--- src/rtl/alu_slice_pkg.sv ---
package alu_slice_pkg;

   typedef enum logic {
      MODE_ARITH = 1'b0,
      MODE_LOGIC = 1'b1
   } alu_mode_e;

   typedef struct packed {
      logic [3:0] sel;
      alu_mode_e  mode;
      logic       cin;
   } alu_ctl_t;

   localparam int          SEL_W    = 4;
   localparam logic [3:0]  SEL_ADD  = 4'b1001;
   localparam logic [3:0]  SEL_SUB  = 4'b0110;
   localparam logic [3:0]  SEL_LXOR = 4'b1001;

endpackage

--- src/rtl/alu_bit_terms.sv ---
module alu_bit_terms
   import alu_slice_pkg::*;
#(
   parameter int WIDTH = 4
) (
   input  logic [WIDTH-1:0] a_i,
   input  logic [WIDTH-1:0] b_i,
   input  logic [SEL_W-1:0] sel_i,
   output logic [WIDTH-1:0] prop_o,
   output logic [WIDTH-1:0] gen_o
);

   // Per-bit propagate and generate terms; generate always implies propagate.
   for (genvar i = 0; i < WIDTH; i++) begin : g_bit
      assign prop_o[i] = a_i[i] | (b_i[i] & sel_i[0]) | (~b_i[i] & sel_i[1]);
      assign gen_o[i]  = (a_i[i] & ~b_i[i] & sel_i[2]) | (a_i[i] & b_i[i] & sel_i[3]);
   end

endmodule

--- src/rtl/alu_carry_net.sv ---
module alu_carry_net #(
   parameter int WIDTH           = 4,
   parameter bit CARRY_LOOKAHEAD = 1'b1
) (
   input  logic [WIDTH-1:0] prop_i,
   input  logic [WIDTH-1:0] gen_i,
   input  logic             cin_i,
   input  logic             inhibit_i,
   output logic [WIDTH-1:0] carry_o,
   output logic             grp_prop_o,
   output logic             grp_gen_o
);

   logic [WIDTH-1:0] raw_carry;

   // Flattened two-level carry into position idx.
   function automatic logic flat_carry(input logic [WIDTH-1:0] p,
                                       input logic [WIDTH-1:0] g,
                                       input logic c0,
                                       input int idx);
      logic acc;
      logic term;
      acc = 1'b0;
      for (int j = 0; j < WIDTH; j++) begin
         if (j < idx) begin
            term = g[j];
            for (int k = 0; k < WIDTH; k++) begin
               if (k > j && k < idx) term = term & p[k];
            end
            acc = acc | term;
         end
      end
      term = c0;
      for (int k = 0; k < WIDTH; k++) begin
         if (k < idx) term = term & p[k];
      end
      return acc | term;
   endfunction

   if (CARRY_LOOKAHEAD) begin : g_lookahead
      for (genvar i = 0; i < WIDTH; i++) begin : g_pos
         assign raw_carry[i] = flat_carry(prop_i, gen_i, cin_i, i);
      end
      assign grp_gen_o = flat_carry(prop_i, gen_i, 1'b0, WIDTH);
   end else begin : g_ripple
      logic [WIDTH:0] gchain;
      assign raw_carry[0] = cin_i;
      assign gchain[0]    = 1'b0;
      for (genvar i = 1; i < WIDTH; i++) begin : g_pos
         assign raw_carry[i] = gen_i[i-1] | (prop_i[i-1] & raw_carry[i-1]);
      end
      for (genvar i = 0; i < WIDTH; i++) begin : g_grp
         assign gchain[i+1] = gen_i[i] | (prop_i[i] & gchain[i]);
      end
      assign grp_gen_o = gchain[WIDTH];
   end

   assign grp_prop_o = &prop_i;
   assign carry_o    = inhibit_i ? '0 : raw_carry;

endmodule

--- src/rtl/lookahead_alu_slice.sv ---
module lookahead_alu_slice
   import alu_slice_pkg::*;
#(
   parameter int WIDTH           = 4,
   parameter bit CARRY_LOOKAHEAD = 1'b1
) (
   input  logic             clk,
   input  logic             rst,
   input  logic [WIDTH-1:0] a_i,
   input  logic [WIDTH-1:0] b_i,
   input  logic [3:0]       sel_i,
   input  logic             mode_i,
   input  logic             cin_i,
   output logic [WIDTH-1:0] f_o,
   output logic             cout_o,
   output logic             grp_prop_o,
   output logic             grp_gen_o,
   output logic             a_eq_b_o
);

   localparam logic [WIDTH-1:0] ONE_W = WIDTH'(1);

   if (WIDTH < 1 || WIDTH > 16) begin : g_width_bad
      $error("lookahead_alu_slice: WIDTH must lie in 1..16");
   end

   // Input capture stage.
   logic [WIDTH-1:0] a_q, b_q;
   alu_ctl_t         ctl_q, ctl_d;

   assign ctl_d.sel  = sel_i;
   assign ctl_d.mode = alu_mode_e'(mode_i);
   assign ctl_d.cin  = cin_i;

   always_ff @(posedge clk) begin
      if (rst) begin
         a_q   <= '0;
         b_q   <= '0;
         ctl_q <= '0;
      end else begin
         a_q   <= a_i;
         b_q   <= b_i;
         ctl_q <= ctl_d;
      end
   end

   // Combinational core.
   logic [WIDTH-1:0] prop, gen, carry;
   logic             gp, gg;
   logic [WIDTH-1:0] f_d;
   logic             cout_d;

   alu_bit_terms #(.WIDTH(WIDTH)) i_terms (
      .a_i    (a_q),
      .b_i    (b_q),
      .sel_i  (ctl_q.sel),
      .prop_o (prop),
      .gen_o  (gen)
   );

   alu_carry_net #(.WIDTH(WIDTH), .CARRY_LOOKAHEAD(CARRY_LOOKAHEAD)) i_carry (
      .prop_i     (prop),
      .gen_i      (gen),
      .cin_i      (ctl_q.cin),
      .inhibit_i  (ctl_q.mode == MODE_LOGIC),
      .carry_o    (carry),
      .grp_prop_o (gp),
      .grp_gen_o  (gg)
   );

   assign f_d    = (prop & ~gen) ^ carry;
   assign cout_d = gg | (gp & ctl_q.cin);

   // Output capture stage.
   always_ff @(posedge clk) begin
      if (rst) begin
         f_o        <= '0;
         cout_o     <= 1'b0;
         grp_prop_o <= 1'b0;
         grp_gen_o  <= 1'b0;
         a_eq_b_o   <= 1'b0;
      end else begin
         f_o        <= f_d;
         cout_o     <= cout_d;
         grp_prop_o <= gp;
         grp_gen_o  <= gg;
         a_eq_b_o   <= &f_d;
      end
   end

   // Checks.
   logic [WIDTH-1:0] cin_ext;
   assign cin_ext = WIDTH'(ctl_q.cin);

   assert_reset_clear_R1: assert property (@(posedge clk)
      rst |=> (f_o == '0 && !cout_o && !grp_prop_o && !grp_gen_o && !a_eq_b_o));

   assert_add_R3: assert property (@(posedge clk) disable iff (rst)
      (!$past(rst) && $past(ctl_q.mode) == MODE_ARITH && $past(ctl_q.sel) == SEL_ADD)
      |-> f_o == $past(a_q + b_q + cin_ext));

   assert_sub_R4: assert property (@(posedge clk) disable iff (rst)
      (!$past(rst) && $past(ctl_q.mode) == MODE_ARITH && $past(ctl_q.sel) == SEL_SUB)
      |-> f_o == $past(a_q - b_q - ONE_W + cin_ext));

   assert_logic_xor_R6: assert property (@(posedge clk) disable iff (rst)
      (!$past(rst) && $past(ctl_q.mode) == MODE_LOGIC && $past(ctl_q.sel) == SEL_LXOR)
      |-> f_o == $past(a_q ^ b_q));

   assert_carry_out_R8: assert property (@(posedge clk) disable iff (rst)
      !$past(rst) |-> cout_o == (grp_gen_o | (grp_prop_o & $past(ctl_q.cin))));

   assert_equal_flag_R9: assert property (@(posedge clk) disable iff (rst)
      a_eq_b_o == (&f_o));

endmodule

--- config.mk ---
export PLATFORM = sky130hd
export DESIGN_NAME = lookahead_alu_slice
export DESIGN_NICKNAME = d
export VERILOG_FILES = /design/src/rtl/alu_slice_pkg.sv /design/src/rtl/alu_bit_terms.sv /design/src/rtl/alu_carry_net.sv /design/src/rtl/lookahead_alu_slice.sv
export SDC_FILE = /design/constraint.sdc
export NUM_CORES = 1
export LEC_CHECK = 0
export ABC_CLOCK_PERIOD_IN_PS = 2700
export BUFFER_PORTS_ARGS = -buffer_cell sky130_fd_sc_hd__buf_4
export CORE_MARGIN = 8
export CORE_UTILIZATION = 52
export CTS_CLUSTER_SIZE = 28
export DETAILED_ROUTE_END_ITERATION = 8
export HOLD_SLACK_MARGIN = 0.06
export PLACE_DENSITY = 0.78
export SLEW_MARGIN = 0
export SYNTH_ARGS = -nofsm -noshare
export SYNTH_HDL_FRONTEND = slang
export SYNTH_SLANG_ARGS = --single-unit
export TNS_END_PERCENT = 100
--- constraint.sdc ---
create_clock -name clk -period 2.7 [get_ports clk]
set_input_delay 0.675 -clock clk [delete_from_list [all_inputs] [get_ports clk]]
set_output_delay 0.675 -clock clk [all_outputs]
set_load 0.02 [all_outputs]
==> reports/results.ini <==
[run_status]
status=completed

[floorplanning]
fp.dieH_um=60.2
die_w_um=60.2
start_util_pct=53.5
io_pins=24
fp.dieArea_sq_um=3630
row_count=16
core-area_sq_um=1900

[clocking]
cts.sinks=22
htreeDepth=1
clk_latency_ps=300
cts-hold-fix-buffers=0
clk_pin_slew_ps=110
cts_tree=done
clock_path_buffers=2
post_cts_resized=0
cts_setup_buffers=0
cts-root-buf=clkbuf_4
cts_inserted_buffers=3

[pwr]
p_leak_nw=0.514
peakVddDrop_mv=0.377
p_clk_share_pct=27.0
p_comb_share_pct=17.7
p_int_w=0.000490
power_density_nw_per_um2=521
p_switching_w=0.000163
switching_share_pct=24.9
power_frac_seq_pct=55.3

[critical_path]
cp-start-kind=flip-flop
worstPathArrival_ps=1940
worstSetupPathType=flip-flop to flip-flop
required_ps=2890
cp-end-kind=flip-flop
crit_fanout=5

[synthesis]
synth_seq_area_share_pct=43.3
ys_seq_elements=22
syn_inst=102
avgSynthCellArea_sq_um=9.97
synth.distinct_cells=29
ys_warn_count=0
synth_fp_nets=118
synth_area_sq_um=1020

[drt]
ant_nets=0
routed_wl_mm=1.98
vias_per_cell=5.14
route.detailed.drc=0
wl_per_cell_um=12.9
first_pass_iters=4
routed-via-count=791
drt_iter0_markers=15

[sta]
maxSlewHeadroom_pct=66.3
hold_viol=0
fin_skew_ps=2.28
final-setup-viol-count=0
post-route-period-util_pct=64.9
rsz0062_at_grt=false
max_freq_ghz=0.571
layout_setup_ws_ps=949
setup-tns-final_ps=0
tightest_slew_ps=503
slew_viol_final=0
fin_crit_ps=1750

[final_layout]
final_common_cell=buf_4
n_antenna_cell=0
drive_above_1_share_pct=33.1
fin_nets=144
seq_area_sq_um=440
final_cell_count_no_fill=154
final_cell_mix=buf_4 (23), dfxtp_1 (22), nor2b_1 (17)
multiInputGateArea_sq_um=547
synthToLayoutAreaGrowth_pct=23.1
fillers=159

[global_routing]
grt_max_degree=23
grt_pass1_wl_mm=3.37
grt.total_usage_pct=12.2
grt_pass1_vias=855
gr-total-overflow=0
grt_antenna_before_repair=0

[place]
dp_slack_ps=990
portBuffers=23
placed_cells=150
post-dp-hpwl_mm=1.53
place_congestion=0.837

[hold_path]
hold_class=flip-flop to flip-flop

[job]
drv_cap=0

==> worst max-delay path: stages (launching register included) <==
cell and delay [ps]:
dfxtp_1 460, mux2_4 350, mux2i_4 190, mux2_2 360, a22oi_1 210, a211oi_2 70
==> path summary, 6_finish.rpt <==
check        startpoint       end  slack (ps)  cells past startpoint
min reg2reg  cin_ext[0]    cout_o         550                      2
max reg2reg      b_q[1]  a_eq_b_o         950                      5
max              b_q[1]  a_eq_b_o         950                      5
min          cin_ext[0]    cout_o         550                      2
==> power groups by stage <==
stage          clock network [W]  registers [W]  logic (W)
3_5_place_dp                   0       0.000368   0.000116
4_1_cts                 0.000181       0.000361   0.000117
5_1_grt                 0.000201       0.000365   0.000126
3_3_place_gp                   0       0.000367   0.000113
2_1_floorplan                  0       0.000374  0.0000687
6_report                0.000176       0.000361   0.000115
==> per-layer routing <==
layer	track usage [%]	wire, um
met5	0	0
met4	7.48	34
met3	3.66	109
met2	21.0	1010
met1	12.6	826
==> logic make-up (layout without fill, tap and decap cells) <==
group                     count (synthesis)  count (layout)  share of synthesized area (%)
and+or+nand+nor                          36              36                           20.7
buffers and inverters                     8              33                           2.95
xor gates and xnor gates                  1               1                          0.861
AOI/OAI and AO/OA                        23              23                           15.4
muxes                                    12              12                           16.9
DFF                                      22              22                           43.3
==> registers in the layout (all words and copies together) (netlist names) <==
name and cells:
grp_gen_o 1, cout_o 1, ctl_q 5, cin_ext 1, grp_prop_o 1, f_o 4
b_q 4, a_eq_b_o 1, a_q 4
==> area by class of cell <==
cell class                      count  area share (%)
Sequential cell                    22            35.2
Timing Repair Buffer               23            13.8
Inverter                            6            1.80
Multi-Input combinational cell     72            43.7
Tap cell                           27            2.70
Clock buffer                        4            2.90
==> cell usage after synthesis <==
library cell	n	share of area [%]
mux2_2	3	3.3
a22oi_1	1	0.74
mux4_2	2	4.4
a211oi_2	1	1.2
xnor2_1	1	0.86
nand2b_1	1	0.62
mux2i_4	1	2.2
and2_4	1	0.86
o31a_1	1	0.86
o211ai_1	3	2.2
or3_2	1	0.74
nor2b_1	17	10
and2b_2	3	2.6
a311oi_1	1	0.86
a2bb2oi_1	1	0.86
a211oi_1	2	1.5
nor3_1	1	0.49
mux2_4	2	3.0
a22o_2	1	0.98
a21oi_1	4	2.0
dfxtp_1	22	43
nor4b_1	1	0.86
o21a_1	1	0.74
mux2i_1	4	3.9
o21ai_0	7	3.4
nand2_1	4	1.5
clkbuf_1	2	0.74
nor2_1	7	2.6
inv_1	6	2.2
==> metrics by stage <==
stage / instance area (sq um) / power, W / util, % / hold WS [ps]
2_1_floorplan: 1020 / 0.000443 / - / 484
3_3_place_gp: 1220 / 0.000480 / 63.9 / 527
3_5_place_dp: 1220 / 0.000485 / 63.9 / 541
4_1_cts: 1250 / 0.000658 / 65.9 / 550
5_1_grt: 1250 / 0.000692 / 65.9 / 545
6_report: 1250 / 0.000653 / 65.9 / 555
Note: power is estimated with default switching activity, not from simulation.
